### src/rtl/brc_pkg.sv
package brc_pkg;

  typedef enum logic [3:0] {
    CLS_NONE,
    CLS_REL,
    CLS_ABS,
    CLS_CALL,
    CLS_RET,
    CLS_VIA_HL,
    CLS_VECTOR
  } flow_cls_e;

  typedef struct packed {
    logic s;
    logic z;
    logic pv;
    logic c;
  } flag_set_t;

  typedef struct packed {
    flow_cls_e  cls;
    logic       cond_en;   // 1: a test applies
    logic [2:0] cond;      // unified three-bit test code
    logic [1:0] len;       // instruction length in bytes
    logic [2:0] vec;       // restart vector index
  } flow_dec_t;

endpackage

### src/rtl/brc_cond_eval.sv
module brc_cond_eval
  import brc_pkg::*;
(
  input  logic [2:0] cond,
  input  flag_set_t  flags,
  output logic       pass
);
  localparam int NTAP = 4;

  // tap order matches cond[2:1]: zero, carry, parity, sign
  logic [NTAP-1:0] tap;
  assign tap[0] = flags.z;
  assign tap[1] = flags.c;
  assign tap[2] = flags.pv;
  assign tap[3] = flags.s;

  logic [NTAP-1:0] hit;
  for (genvar i = 0; i < NTAP; i++) begin : g_tap
    assign hit[i] = (cond[2:1] == i[1:0]) && (tap[i] == cond[0]);
  end

  assign pass = |hit;
endmodule

### src/rtl/brc_decode.sv
module brc_decode
  import brc_pkg::*;
(
  input  logic [7:0] op,
  output flow_dec_t  dec
);
  always_comb begin
    dec.cls     = CLS_NONE;
    dec.cond_en = 1'b0;
    dec.cond    = op[5:3];
    dec.len     = 2'd1;
    dec.vec     = op[5:3];
    if (op == 8'h18) begin
      dec.cls = CLS_REL;
      dec.len = 2'd2;
    end else if (op[7:5] == 3'b001 && op[2:0] == 3'b000) begin
      dec.cls     = CLS_REL;
      dec.len     = 2'd2;
      dec.cond_en = 1'b1;
      dec.cond    = {1'b0, op[4:3]};
    end else if (op == 8'hC3) begin
      dec.cls = CLS_ABS;
      dec.len = 2'd3;
    end else if (op == 8'hCD) begin
      dec.cls = CLS_CALL;
      dec.len = 2'd3;
    end else if (op == 8'hC9) begin
      dec.cls = CLS_RET;
    end else if (op == 8'hE9) begin
      dec.cls = CLS_VIA_HL;
    end else if (op[7:6] == 2'b11) begin
      unique case (op[2:0])
        3'b000: begin
          dec.cls     = CLS_RET;
          dec.cond_en = 1'b1;
        end
        3'b010: begin
          dec.cls     = CLS_ABS;
          dec.cond_en = 1'b1;
          dec.len     = 2'd3;
        end
        3'b100: begin
          dec.cls     = CLS_CALL;
          dec.cond_en = 1'b1;
          dec.len     = 2'd3;
        end
        3'b111: dec.cls = CLS_VECTOR;
        default: dec.cls = CLS_NONE;
      endcase
    end
  end
endmodule

### src/rtl/brc_target.sv
module brc_target
  import brc_pkg::*;
#(
  parameter int ADDR_W    = 16,
  parameter int DISP_W    = 8,
  parameter int VEC_SHIFT = 3
) (
  input  flow_dec_t          dec,
  input  logic [ADDR_W-1:0]  pc,
  input  logic [ADDR_W-1:0]  hl,
  input  logic [ADDR_W-1:0]  imm,
  input  logic [ADDR_W-1:0]  ret_addr,
  output logic [ADDR_W-1:0]  seq_pc,
  output logic [ADDR_W-1:0]  dest_pc
);
  localparam int VEC_PAD = ADDR_W - 3 - VEC_SHIFT;

  logic [ADDR_W-1:0] disp_ext;
  logic [ADDR_W-1:0] len_ext;

  assign disp_ext = {{(ADDR_W-DISP_W){imm[DISP_W-1]}}, imm[DISP_W-1:0]};
  assign len_ext  = {{(ADDR_W-2){1'b0}}, dec.len};
  assign seq_pc   = pc + len_ext;

  always_comb begin
    unique case (dec.cls)
      CLS_REL:    dest_pc = seq_pc + disp_ext;
      CLS_ABS,
      CLS_CALL:   dest_pc = imm;
      CLS_RET:    dest_pc = ret_addr;
      CLS_VIA_HL: dest_pc = hl;
      CLS_VECTOR: dest_pc = {{VEC_PAD{1'b0}}, dec.vec, {VEC_SHIFT{1'b0}}};
      default:    dest_pc = seq_pc;
    endcase
  end
endmodule

### src/rtl/brc_flow_unit.sv
module brc_flow_unit
  import brc_pkg::*;
#(
  parameter int ADDR_W    = 16,
  parameter int DISP_W    = 8,
  parameter int VEC_SHIFT = 3
) (
  input  logic              clk,
  input  logic              rst_n,
  input  logic              in_valid,
  input  logic [7:0]        opcode_i,
  input  logic [3:0]        flags_i,
  input  logic [ADDR_W-1:0] pc_i,
  input  logic [ADDR_W-1:0] hl_i,
  input  logic [ADDR_W-1:0] imm_i,
  input  logic [ADDR_W-1:0] ret_addr_i,
  output logic              out_valid,
  output logic              taken,
  output logic [ADDR_W-1:0] next_pc,
  output logic              push_ret,
  output logic              pop_ret
);
  flow_dec_t         dec;
  logic              cond_ok;
  logic [ADDR_W-1:0] seq_pc, dest_pc;

  brc_decode u_dec (.op(opcode_i), .dec(dec));

  brc_cond_eval u_cond (
    .cond (dec.cond),
    .flags(flag_set_t'(flags_i)),
    .pass (cond_ok)
  );

  brc_target #(.ADDR_W(ADDR_W), .DISP_W(DISP_W), .VEC_SHIFT(VEC_SHIFT)) u_tgt (
    .dec(dec), .pc(pc_i), .hl(hl_i), .imm(imm_i), .ret_addr(ret_addr_i),
    .seq_pc(seq_pc), .dest_pc(dest_pc)
  );

  // next-state
  logic              take_d, push_d, pop_d;
  logic [ADDR_W-1:0] npc_d;

  always_comb begin
    take_d = (dec.cls != CLS_NONE) && (!dec.cond_en || cond_ok);
    npc_d  = take_d ? dest_pc : seq_pc;
    push_d = take_d && (dec.cls == CLS_CALL || dec.cls == CLS_VECTOR);
    pop_d  = take_d && (dec.cls == CLS_RET);
  end

  // registers
  always_ff @(posedge clk or negedge rst_n) begin
    if (!rst_n) out_valid <= 1'b0;
    else        out_valid <= in_valid;
  end

  always_ff @(posedge clk or negedge rst_n) begin
    if (!rst_n) begin
      taken    <= 1'b0;
      next_pc  <= '0;
      push_ret <= 1'b0;
      pop_ret  <= 1'b0;
    end else if (in_valid) begin
      taken    <= take_d;
      next_pc  <= npc_d;
      push_ret <= push_d;
      pop_ret  <= pop_d;
    end
  end

  // latency and hold
  a_r10_valid_follows: assert property (@(posedge clk) disable iff (!rst_n)
    in_valid |=> out_valid);
  a_r10_idle_hold: assert property (@(posedge clk) disable iff (!rst_n)
    !in_valid |=> (!out_valid && $stable(next_pc)));
  // stack requests exclusive and only on taken
  a_r11_exclusive: assert property (@(posedge clk) disable iff (!rst_n)
    $onehot0({push_ret, pop_ret}));
  a_r11_req_taken: assert property (@(posedge clk) disable iff (!rst_n)
    (push_ret || pop_ret) |-> taken);
  // jump through HL
  a_r7_via_hl: assert property (@(posedge clk) disable iff (!rst_n)
    (in_valid && opcode_i == 8'hE9) |=> (taken && next_pc == $past(hl_i)));
  // restart vector
  a_r8_vector: assert property (@(posedge clk) disable iff (!rst_n)
    (in_valid && opcode_i[7:6] == 2'b11 && opcode_i[2:0] == 3'b111) |=>
      (push_ret && next_pc[2:0] == 3'b000 && next_pc[5:3] == $past(opcode_i[5:3])));
  // unconditional absolute jump
  a_r4_abs: assert property (@(posedge clk) disable iff (!rst_n)
    (in_valid && opcode_i == 8'hC3) |=> (taken && next_pc == $past(imm_i)));
endmodule

### config.mk
export PLATFORM = sky130hd
export DESIGN_NAME = brc_flow_unit
export DESIGN_NICKNAME = d
export VERILOG_FILES = /design/src/rtl/brc_pkg.sv /design/src/rtl/brc_cond_eval.sv /design/src/rtl/brc_decode.sv /design/src/rtl/brc_target.sv /design/src/rtl/brc_flow_unit.sv
export SDC_FILE = /design/constraint.sdc
export NUM_CORES = 1
export LEC_CHECK = 0
export ABC_AREA = 1
export BUFFER_PORTS_ARGS = -buffer_cell sky130_fd_sc_hd__buf_2
export CAP_MARGIN = 20
export CORE_MARGIN = 2
export CORE_UTILIZATION = 48
export CTS_CLUSTER_DIAMETER = 100
export DETAILED_ROUTE_END_ITERATION = 8
export GPL_ROUTABILITY_DRIVEN = 0
export PLACE_DENSITY = 0.88
export SYNTH_ARGS = -nofsm -noshare
export SYNTH_HDL_FRONTEND = slang
export SYNTH_SLANG_ARGS = --single-unit
### constraint.sdc
create_clock -name clk -period 0.8 [get_ports clk]
set_input_delay 0.16 -clock clk [delete_from_list [all_inputs] [get_ports clk]]
set_output_delay 0.16 -clock clk [all_outputs]
set_load 0.01 [all_outputs]
==> results.py, run 1 <==
metrics = {
    "logic_synthesis": {
        "synth_area_um2": 3270,
        "syn_nets": 688,
        "synth-simple-area-share_pct": 50.3,
        "synth_top_area_share_pct": 27.4,
        "synth_top_family_by_area": "simple AND/OR/NAND/NOR gates",
        "yosys.area_share.xor_xnor_pct": 3.48,
        "yosysWarnings": 0,
        "synthCells": 587,
        "synth_cell_type_count": 34,
        "synthMuxAreaShare_pct": 0,
        "synth-compound-area-share_pct": 9.14,
        "syn_area_per_cell_um2": 5.57,
        "async_flop_share_pct": 100,
        "ys_ff_latch": 20,
        "yosysTopAreaCell": "nand2_1",
        "synth_adder_area_share_pct": 8.88,
        "synth-edff-count": 0,
        "synth_sequential_area_ratio_pct": 15.3,
        "synthTopCellsByArea": "nand2_1 (27%), dfrtp_1 (15%), inv_1 (9.3%)",
        "synth-main-ff-cell": "dfrtp_1",
    },
    "clocking": {
        "cts_buffer_depth": 2,
        "numCtsBuffers": 3,
        "clkSinkCount": 20,
        "h-tree-depth": 1,
        "root_buffer": "clkbuf_8",
    },
    "grt": {
        "grtUsageTotal_pct": 74.7,
        "grt_max_degree": 33,
        "grt_overflow": 7,
    },
    "run_status": {
        "first-error": "[ERROR GRT-0232] Routing congestion too high. Check the congestion heatmap in the GUI.",
        "haltStage": "5_1_grt",
        "status": "aborted with a tool error",
    },
    "die": {
        "die_y_um": 86.5,
        "row_count": 30,
        "die_x_um": 86.5,
        "io_pins": 99,
        "initial_core_util_pct": 49.0,
    },
    "sta": {
        "grt-worst-endpoint": "next_pc[11]$_DFFE_PN0P_/D",
        "worstEpCategory": "register data pin",
    },
    "place": {
        "dp_hpwl_mm": 9.21,
        "port_buffers": 98,
    },
}
==> metal layers <==
metal / GRT usage (%) / GRT overflow
met1: 73.4 / 0
met2: 91.8 / 3
met3: 57.2 / 0
met4: 79.0 / 4
met5: 24.5 / 0
==> synthesized netlist by cell type, drive strengths merged (7+ instances only) <==
master	instances
a21oi	25
buf	9
dfrtp	20
ha	20
inv	89
nand2	248
nand3	50
nand4	7
nor2	66
o21ai	12
xor2	10
==> through the flow <==
stage,hold WS [ps],std cells,setup WS (ps),cell area (um2),TNS (ps)
after CTS,119,902,-2180,5710,-40790
after detailed placement,140,843,-2660,4730,-40890
after floorplan,-136,587,-2210,3510,-32270
after global placement,124,843,-2500,4730,-38670
==> kinds of logic after synthesis <==
kind of cell    after synthesis
fa+ha+maj                    22
flops                        20
simple gates                384
compound gates               47
xor+xnor                     13
buf+inv                     101
==> what timing repair did <==
| action | in CTS |
|---|---|
| resized for setup | 123 |
| setup buffers | 56 |
| cloned | 0 |
| hold buffers | 1 |
| endpoints found under the setup margin | 39 |
| pin swaps | 72 |
| endpoints found under the hold margin | 20 |
==> run 2: changes to the inputs <==
--- a/config.mk
+++ b/config.mk
@@ -9,11 +9,10 @@
 export BUFFER_PORTS_ARGS = -buffer_cell sky130_fd_sc_hd__buf_2
 export CAP_MARGIN = 20
 export CORE_MARGIN = 2
-export CORE_UTILIZATION = 48
-export CTS_CLUSTER_DIAMETER = 100
+export CORE_UTILIZATION = 40
 export DETAILED_ROUTE_END_ITERATION = 8
 export GPL_ROUTABILITY_DRIVEN = 0
-export PLACE_DENSITY = 0.88
+export PLACE_DENSITY_LB_ADDON = 0.15
 export SYNTH_ARGS = -nofsm -noshare
 export SYNTH_HDL_FRONTEND = slang
 export SYNTH_SLANG_ARGS = --single-unit
==> constraint.sdc (replaced) <==
create_clock -name clk -period 1 [get_ports clk]
set_input_delay 0.2 -clock clk [delete_from_list [all_inputs] [get_ports clk]]
set_output_delay 0.2 -clock clk [all_outputs]
set_load 0.01 [all_outputs]
==> run 2 against run 1 <==
The flow now finishes, with violations (setup timing); synthesized cell count is the same; synthesized area is the same.
==> results.py, run 2 <==
metrics = {
    "run_status": {
        "status": "finished, violations left",
        "violations": "setup timing",
    },
    "finish": {
        "fin_cells": 904,
        "fillCellCount": 625,
        "regMostFlops": "next_pc",
        "largest_reg_flops": 16,
        "diodes": 0,
        "final_common_cell": "nand2_1",
        "fin_area_um2": 5670,
        "nets": 904,
        "mostFrequentLayoutCells": "nand2_1 (195), buf_4 (112), buf_2 (90)",
        "drive_gt1_share_pct": 49.9,
        "area_growth_pct": 73.3,
        "postLayoutCoreUtil_pct": 72.6,
    },
    "sta": {
        "rsz0062_at_grt": "yes",
        "tightest_slew_ps": 492,
        "clock_skew_ps": 0,
        "whs_ps": 100,
        "relSlewSlack_pct": 67.2,
        "max_freq_mhz": 314,
        "setup_viol": 25,
        "fin_ws_ps": -2180,
        "slew_violations": 0,
        "finalHoldViolations": 0,
        "period_needed_ps": 3180,
        "period_share_pct": 318,
    },
    "clocking": {
        "root_buffer": "clkbuf_8",
        "cts.reportedPaths.clkPinSlew_ps": 80,
        "tritoncts": "built",
        "cts_buffer_depth": 2,
        "h-tree-depth": 1,
        "insertion_delay_ps": 260,
        "numCtsBuffers": 3,
        "clkSinkCount": 20,
    },
    "place": {
        "placed_cell_area_um2": 4710,
        "dp_hpwl_mm": 9.55,
        "placed_cells": 861,
        "port_buffers": 98,
    },
    "flow_run": {
        "cap_violations": 0,
    },
    "worst_setup_path": {
        "critPathMaxStageDelay_ps": 360,
        "cpMaxStageDelayCell": "fa_2",
        "cp.buffers_inverters": 5,
        "arrival_ps": 3350,
        "critPathKind": "input pin to register",
        "start_kind": "input pin",
        "cp_max_fo": 4,
        "crit_top_cell": "nand2_1",
        "cp-end-kind": "register",
        "cp.required_ps": 1170,
        "crit_family": "simple AND/OR/NAND/NOR gates",
    },
    "logic_synthesis": {
        "syn_area_per_cell_um2": 5.57,
        "synth_top_family_by_area": "simple AND/OR/NAND/NOR gates",
        "synth_adder_area_share_pct": 8.88,
        "synth-simple-area-share_pct": 50.3,
        "synth_area_um2": 3270,
        "synth-edff-count": 0,
        "syn_nets": 688,
        "ys_ff_latch": 20,
        "async_flop_share_pct": 100,
        "synth_cell_type_count": 34,
        "synthTopCellsByCount": "nand2_1 (239), inv_1 (81), nor2_1 (62)",
        "synth_sequential_area_ratio_pct": 15.3,
        "yosys.area_share.xor_xnor_pct": 3.48,
        "synthMuxAreaShare_pct": 0,
        "synthCells": 587,
        "synthTopCellsByArea": "nand2_1 (27%), dfrtp_1 (15%), inv_1 (9.3%)",
        "yosysTopAreaCell": "nand2_1",
        "yosysMostFrequentCell": "nand2_1",
        "synth_top_area_share_pct": 27.4,
        "synth-compound-area-share_pct": 9.14,
        "synth-main-ff-cell": "dfrtp_1",
        "yosysWarnings": 0,
    },
    "routing": {
        "post_drt_via_cell_ratio": 5.11,
        "wire_per_inst_um": 15.0,
        "drtIter0Drc": 214,
        "drc": 0,
        "drtPass1Iterations": 5,
        "drt.antenna.violating_nets": 0,
        "finalWirelength_mm": 13.6,
        "vias": 4621,
    },
    "min_path": {
        "hp-class": "input pin to register",
    },
    "power": {
        "power_mw": 4.50,
        "p_per_area_nw_per_um2": 794,
        "seq_power_share_pct": 21.7,
        "power.switching_mw": 1.89,
        "clockPowerShare_pct": 14.5,
        "switching_share_pct": 42.0,
        "p_int_mw": 2.61,
        "worst_ir_drop_vdd_mv": 0.544,
        "p_leak_nw": 3.09,
        "comb_power_share_pct": 63.8,
    },
    "grt": {
        "grt_pass1_wl_mm": 20.3,
        "antenna_found_initial": 0,
        "grt_pass1_vias": 4471,
        "grt_overflow": 0,
        "grtUsageTotal_pct": 28.8,
        "grt_max_degree": 36,
    },
    "die": {
        "io_pins": 99,
        "die_x_um": 94.4,
        "core_area_um2": 7810,
        "die_y_um": 94.4,
        "row_count": 32,
        "initial_core_util_pct": 41.9,
        "dieArea_um2": 8920,
    },
}
[run 2: cell counts after synthesis]
Identical to the previous run, type by type.
[run 2: logic make-up after synthesis]
group | Yosys count
XOR/XNOR | 13
buffers and inverters | 101
AND/OR/NAND/NOR | 384
flip-flops | 20
adder cells (fa/ha/maj) | 22
AO/OA/AOI/OAI | 47
[run 2: worst paths after layout]
path	start	to	slack, ps	depth (start not counted)
min in group asynchronous	rst_n	next_pc[11]	410	2
max in group asynchronous	rst_n	next_pc[3]	250	2
min reg2reg	next_pc[14]	next_pc[14]	470	2
max	opcode_i[4]	next_pc[14]	-2180	27
max reg2reg	next_pc[9]	next_pc[9]	140	4
min	in_valid	out_valid	100	1
[run 2: routing by layer]
metal / global-route usage [%] / vias to the layer above / routed length [um] / share of wire, %
met5: 0 / - / 0 / 0
met4: 11.5 / 0 / 581 / 4.3
met3: 2.23 / 47 / 700 / 5.2
met2: 52.6 / 187 / 6900 / 51
met1: 34.9 / 2134 / 5410 / 40
li1: - / 2253 / - / -
[run 2: stage by stage]
stage               setup WS (ps)  setup TNS (ps)
global placement            -2450          -36350
finish                      -2180          -31140
detailed placement          -2540          -37230
floorplan                   -2050          -29230
CTS                         -2080          -28850
global route                -2350          -33960
[run 2: power groups by stage]
| stage | Clock (mW) | Combinational, mW | Sequential [mW] |
|---|---|---|---|
| 5_1_grt | 0.687 | 3.11 | 0.986 |
| 3_3_place_gp | 0 | 2.14 | 0.987 |
| 6_report | 0.651 | 2.87 | 0.977 |
| 3_5_place_dp | 0 | 2.17 | 0.987 |
| 2_1_floorplan | 0 | 1.18 | 1.04 |
| 4_1_cts | 0.641 | 2.51 | 0.973 |
[run 2: timing repair]
action	4_1_cts	5_1_grt
pin swaps	58	52
hold endpoints to repair	20	0
hold buffers	1	0
setup buffers	22	18
setup endpoints to repair	22	37
cloned	0	0
gates resized for setup	98	58
[run 2: area by class of cell]
class,count,area (um2),area share [%]
Inverter,90,360,6.36
Timing Repair Buffer,222,1570,27.6
Multi-Input combinational cell,466,3060,53.9
Sequential cell,20,500,8.83
Tap cell,102,128,2.25
Clock buffer,4,55.1,0.972
No activity file was read; power rests on OpenSTA's default activity.
